[config.mk]
export PLATFORM = sky130hd
export DESIGN_NAME = spi_mode_master
export DESIGN_NICKNAME = d
export VERILOG_FILES = /design/src/rtl/spi_mode_master.sv
export SDC_FILE = /design/constraint.sdc
export NUM_CORES = 1
export LEC_CHECK = 0
export CORE_MARGIN = 2
export CORE_UTILIZATION = 55
export CTS_BUF_LIST = sky130_fd_sc_hd__clkbuf_16
export CTS_CLUSTER_DIAMETER = 30
export CTS_CLUSTER_SIZE = 24
export DETAILED_ROUTE_END_ITERATION = 6
export PLACE_DENSITY = 0.81
export REMOVE_ABC_BUFFERS = 1
export SLEW_MARGIN = 20
export SYNTH_ARGS = -nofsm -noshare
export SYNTH_HDL_FRONTEND = slang
export SYNTH_SLANG_ARGS = --single-unit
[constraint.sdc]
create_clock -name clk -period 4.4 [get_ports clk]
set_clock_uncertainty 0.05 [all_clocks]
set_input_delay 0.66 -clock clk [delete_from_list [all_inputs] [get_ports clk]]
set_output_delay 0.66 -clock clk [all_outputs]
set_load 0.1 [all_outputs]
[src/rtl/spi_mode_master.sv]
module spi_mode_master #(
  parameter int DIV = 4,
  parameter int W   = 8,
  parameter int NSS = 4,
  localparam int SW = (NSS > 1) ? $clog2(NSS) : 1
) (
  input  logic           clk,
  input  logic           rst_n,
  input  logic           start,
  input  logic           cpol,
  input  logic           cpha,
  input  logic           lsb_first,
  input  logic           rd_only,
  input  logic [SW-1:0]  sel,
  input  logic [W-1:0]   tx_data,
  output logic [W-1:0]   rx_data,
  output logic           done,
  output logic           busy,
  output logic           sclk,
  output logic           mosi,
  input  logic           miso,
  output logic [NSS-1:0] cs_n
);
  localparam int CW = $clog2(DIV) + 1;
  localparam int EW = $clog2(2 * W) + 1;
  localparam logic [EW-1:0] LAST = EW'(2 * W - 1);

  typedef enum logic [1:0] {IDLE, XFER, HOLD} st_t;

  st_t           st;
  logic [CW-1:0] cnt;
  logic [EW-1:0] edg;
  logic [W-1:0]  txsr, rxsr;
  logic          pol_q, pha_q, lsb_q;

  wire tick  = (cnt == '0);
  wire lead  = ~edg[0];
  wire samp  = pha_q ? ~lead : lead;
  wire shout = pha_q ? (lead && edg != '0) : (~lead && edg != LAST);

  assign busy = (st != IDLE);
  assign mosi = lsb_q ? txsr[0] : txsr[W-1];

  always_ff @(posedge clk or negedge rst_n) begin
    if (!rst_n) begin
      st      <= IDLE;
      cnt     <= '0;
      edg     <= '0;
      txsr    <= '0;
      rxsr    <= '0;
      pol_q   <= 1'b0;
      pha_q   <= 1'b0;
      lsb_q   <= 1'b0;
      sclk    <= 1'b0;
      cs_n    <= '1;
      done    <= 1'b0;
      rx_data <= '0;
    end else begin
      done <= 1'b0;
      case (st)
        IDLE: begin
          sclk <= cpol;
          if (start) begin
            pol_q <= cpol;
            pha_q <= cpha;
            lsb_q <= lsb_first;
            txsr  <= rd_only ? '1 : tx_data;
            cs_n  <= ~(NSS'(1) << sel);
            cnt   <= CW'(DIV - 1);
            edg   <= '0;
            st    <= XFER;
          end
        end
        XFER: begin
          if (!tick) cnt <= cnt - 1'b1;
          else begin
            cnt  <= CW'(DIV - 1);
            sclk <= ~sclk;
            edg  <= edg + 1'b1;
            if (samp)  rxsr <= lsb_q ? {miso, rxsr[W-1:1]} : {rxsr[W-2:0], miso};
            if (shout) txsr <= lsb_q ? (txsr >> 1) : (txsr << 1);
            if (edg == LAST) st <= HOLD;
          end
        end
        HOLD: begin
          if (!tick) cnt <= cnt - 1'b1;
          else begin
            cs_n    <= '1;
            done    <= 1'b1;
            rx_data <= rxsr;
            st      <= IDLE;
          end
        end
        default: st <= IDLE;
      endcase
    end
  end

  p_cs_onehot_r8: assert property (@(posedge clk) disable iff (!rst_n)
    $countones(~cs_n) <= 1);
  p_cs_stable_r8: assert property (@(posedge clk) disable iff (!rst_n)
    (busy && $past(busy)) |-> $stable(cs_n));
  p_done_pulse_r10: assert property (@(posedge clk) disable iff (!rst_n)
    done |=> !done);
  p_idle_level_r2: assert property (@(posedge clk) disable iff (!rst_n)
    done |-> (sclk == pol_q));
  p_start_ignored_r11: assert property (@(posedge clk) disable iff (!rst_n)
    (busy && start) |=> (busy || done));
  p_hold_quiet_r9: assert property (@(posedge clk) disable iff (!rst_n)
    (st == HOLD) |=> $stable(sclk));
endmodule

==> flow_summary.ini <==
[critical_path]
r2r-start = edg[0]
timing.critical_path.from_type = flop
crit_type = reg2out
timing.critical_path.to_type = output pin
timing.critical_path.required_ns = 3.69
critical_path_arrival_ns = 2.60
crit_start = lsb_q
timing.critical_path.fanout_max = 18

[clocking]
ctsHtreeMaxLevel = 2
worstSkewPairLatency_ns = 0.28
cts_buffer_depth = 2
clock-root-buffer = sky130_fd_sc_hd__clkbuf_16
cts_setup_buffers = 0
clkTransAtPathRegs_ns = 0.06
cts_buffers = 5
tritoncts = yes
holdBufCountCts = 0
post_cts_resized = 0
cts.sinks = 42

[power_and_ir_drop]
switchingPower_mw = 0.885
clock_power_share_pct = 19.6
combinationalPowerShare_pct = 48.0
power_per_cell_area_mw_per_mm2 = 743
power_leakage_nw = 1.28
power.internal_mw = 1.20
worst_voltage_drop_across_the_vdd_grid_uv = 581
seq_power_share_pct = 32.4
sw_frac_of_total_pct = 42.4

[placed_design]
post_dp_cell_area_mm2 = 0.00265
io_buffers = 33
dpl.hpwl_um = 3170
number_of_cells_after_detailed_placement = 293
gp_congestion = 0.807

[synth]
synth.cell_area_mm2 = 0.00231
yosys_warnings = 0
synthCells = 222
postSynthRegisterBits = 42
synth_sequential_area_ratio_pct = 45.7
syn_area_per_cell_um2 = 10.4
synth.lib_cells_used.distinct = 41

[final_layout]
area_growth_pct = 21.7
drive_above_1_share_pct = 13.9
post-route-cell-area_mm2 = 0.00281
final_cells = 301
num-nets-final = 278
insertedDiodeCount = 0

[route]
wl_per_cell_um = 15.3
drc_errors = 0
routed_wirelength_um = 4610
viasPerCell = 5.85
vias_after_detailed_routing = 1761
dr.first_iter.drc_count = 112
detail_route.first_pass.iterations = 4
ant_nets = 0

[sta]
rsz_0062_raised_after_global_routing = false
fmax_mhz = 302
finalCriticalPeriod_ns = 3.31
total_setup_violations_reported_at_the_end_of_the_flow = 0
layout_worst_path_cycle_share_pct = 75.3
slew_at_the_pin_closest_to_its_max_slew_limit_ns = 0.970
hold_viol = 0
final_max_slew_viol_count = 0
maxSlewHeadroom_pct = 35.1
timing.setup.tns_ns = 0

[min_path]
worst_hold_path_startpoint = cs_n[0]
min-delay-path-class = reg2reg

[die]
num_io_pins = 34
initial_core_util_pct = 57.3
core_area_mm2 = 0.00403
die_area_mm2 = 0.00473
die_w_um = 68.8
die_height_um = 68.8
placementRows = 23

[global_routing]
grt_use_total_pct = 22.2
gr-total-overflow = 0
antenna_found_initial = 0
grt_start_max_net_pins = 43
wire_length_of_the_first_global_routing_pass_um = 7530
number_of_global_route_vias_before_repair = 1613

[outcome]
run_status = complete, no violations

[run]
drv.max_cap_violation_count = 0
[layout make-up]
type                    instances  area (um2)
clock buffers                   5         125
fillers                       314        1220
inverters                      10        37.5
clock inverters                 3        37.5
well taps                      50        62.6
repair buffers                 35         340
flip-flops and latches         42        1060
multi-input cells             156        1150
[cells in the final DEF, fill, tap and decap left out, types with 4 or more instances in the layout]
cell type                         netlist  layout
sky130_fd_sc_hd__dfrtp_1               38      38
sky130_fd_sc_hd__clkdlybuf4s50_1        0      32
sky130_fd_sc_hd__nor2_1                20      20
sky130_fd_sc_hd__a21oi_1               20      20
sky130_fd_sc_hd__mux2i_1               16      16
sky130_fd_sc_hd__mux2_2                12      12
sky130_fd_sc_hd__inv_1                  9      10
sky130_fd_sc_hd__o21ai_0               10      10
sky130_fd_sc_hd__ha_1                  10      10
sky130_fd_sc_hd__nor3_1                 9       9
sky130_fd_sc_hd__mux2_4                 8       8
sky130_fd_sc_hd__nand2_1                6       6
sky130_fd_sc_hd__nor2b_1                5       5
sky130_fd_sc_hd__a31oi_1                5       5
sky130_fd_sc_hd__nand3_1                5       5
sky130_fd_sc_hd__clkbuf_16              0       5
sky130_fd_sc_hd__dfstp_2                4       4
[flip-flops by register name, indices dropped and copies added, names as in the netlist]
register,count
st,2
edg,5
pha_q,1
txsr,8
rxsr,8
lsb_q,1
sclk,1
cs_n,4
done,1
rx_data,8
cnt,3
[worst max-delay path: stages (launching register included)]
cell and delay, ns:
sky130_fd_sc_hd__dfrtp_1 0.90, sky130_fd_sc_hd__mux2_2 0.29, sky130_fd_sc_hd__clkdlybuf4s50_1 1.12
[routing by layer]
| layer | vias up | GRT usage, % | part of all wire, % |
|---|---|---|---|
| li1 | 850 | - | - |
| met1 | 863 | 27.8 | 44 |
| met2 | 39 | 36.2 | 50 |
| met3 | 9 | 4.71 | 3.3 |
| met4 | 0 | 11.5 | 2.5 |
| met5 | - | 0 | 0 |
[logic make-up after synthesis]
family          Yosys count  share of synthesized area [%]
simple gates             58                           12.5
compound gates           50                           13.2
fa+ha+maj                10                           5.42
mux                      36                           18.0
buf+inv                  24                           4.39
flops                    42                           45.7
xor+xnor                  2                          0.759
[synth_stat cells]
master | number | share of area [%]
sky130_fd_sc_hd__nand2b_1 | 2 | 0.54
sky130_fd_sc_hd__dfstp_2 | 4 | 4.6
sky130_fd_sc_hd__mux2_4 | 8 | 5.2
sky130_fd_sc_hd__inv_2 | 1 | 0.16
sky130_fd_sc_hd__nand2_1 | 6 | 0.98
sky130_fd_sc_hd__nor2b_1 | 5 | 1.4
sky130_fd_sc_hd__nor3_1 | 9 | 2.0
sky130_fd_sc_hd__and3_1 | 3 | 0.81
sky130_fd_sc_hd__o211ai_1 | 1 | 0.33
sky130_fd_sc_hd__or3_1 | 2 | 0.54
sky130_fd_sc_hd__o2bb2ai_1 | 1 | 0.38
sky130_fd_sc_hd__xnor2_1 | 2 | 0.76
sky130_fd_sc_hd__o21a_1 | 1 | 0.33
sky130_fd_sc_hd__o211a_1 | 1 | 0.43
sky130_fd_sc_hd__and2_4 | 1 | 0.38
sky130_fd_sc_hd__o21ai_0 | 10 | 2.2
sky130_fd_sc_hd__mux2_2 | 12 | 5.9
sky130_fd_sc_hd__buf_2 | 2 | 0.43
sky130_fd_sc_hd__o22ai_1 | 1 | 0.27
sky130_fd_sc_hd__clkbuf_2 | 1 | 0.22
sky130_fd_sc_hd__buf_1 | 1 | 0.16
sky130_fd_sc_hd__a31oi_1 | 5 | 1.4
sky130_fd_sc_hd__dfrtp_1 | 38 | 41
sky130_fd_sc_hd__nand4_1 | 2 | 0.54
sky130_fd_sc_hd__nand3_1 | 5 | 1.1
sky130_fd_sc_hd__o31a_1 | 1 | 0.38
sky130_fd_sc_hd__nor3b_1 | 1 | 0.33
sky130_fd_sc_hd__a41oi_1 | 1 | 0.38
sky130_fd_sc_hd__nor2_1 | 20 | 3.3
sky130_fd_sc_hd__a22o_1 | 3 | 1.1
sky130_fd_sc_hd__ha_1 | 10 | 5.4
sky130_fd_sc_hd__buf_6 | 1 | 0.49
sky130_fd_sc_hd__a22oi_1 | 1 | 0.33
sky130_fd_sc_hd__a21oi_1 | 20 | 4.3
sky130_fd_sc_hd__nand3b_1 | 1 | 0.33
sky130_fd_sc_hd__a211oi_1 | 3 | 0.98
sky130_fd_sc_hd__mux2i_1 | 16 | 6.9
sky130_fd_sc_hd__clkbuf_1 | 9 | 1.5
sky130_fd_sc_hd__or4b_1 | 1 | 0.43
sky130_fd_sc_hd__inv_1 | 9 | 1.5
sky130_fd_sc_hd__a311o_1 | 1 | 0.43
[stage by stage]
stage,power (mW),utilization (%),hold WS (ns),worst slack [ns]
finish,2.09,69.8,0.453,1.09
global route,2.21,69.8,0.474,1.01
CTS,2.10,69.8,0.459,1.08
detailed placement,1.68,65.7,0.447,1.41
global placement,1.65,65.7,0.437,1.45
floorplan,1.45,-,0.314,1.97
[path summary, 6_finish.rpt]
check,cells past startpoint,to,slack [ns]
max,2,mosi,1.09
min,2,cs_n[0],0.45
max in group asynchronous,1,rx_data[7],3.28
min in group asynchronous,1,done,0.46
max reg2reg,6,txsr[2],1.83
min reg2reg,2,cs_n[0],0.45
[power groups by stage]
stage,Combinational [mW],Clock [mW],Sequential (mW)
floorplan,0.637,0,0.810
global route,1.09,0.428,0.697
finish,1.00,0.410,0.676
CTS,1.01,0.417,0.675
global placement,0.980,0,0.670
detailed placement,1.00,0,0.680
Power figures use the tool's default switching activity.
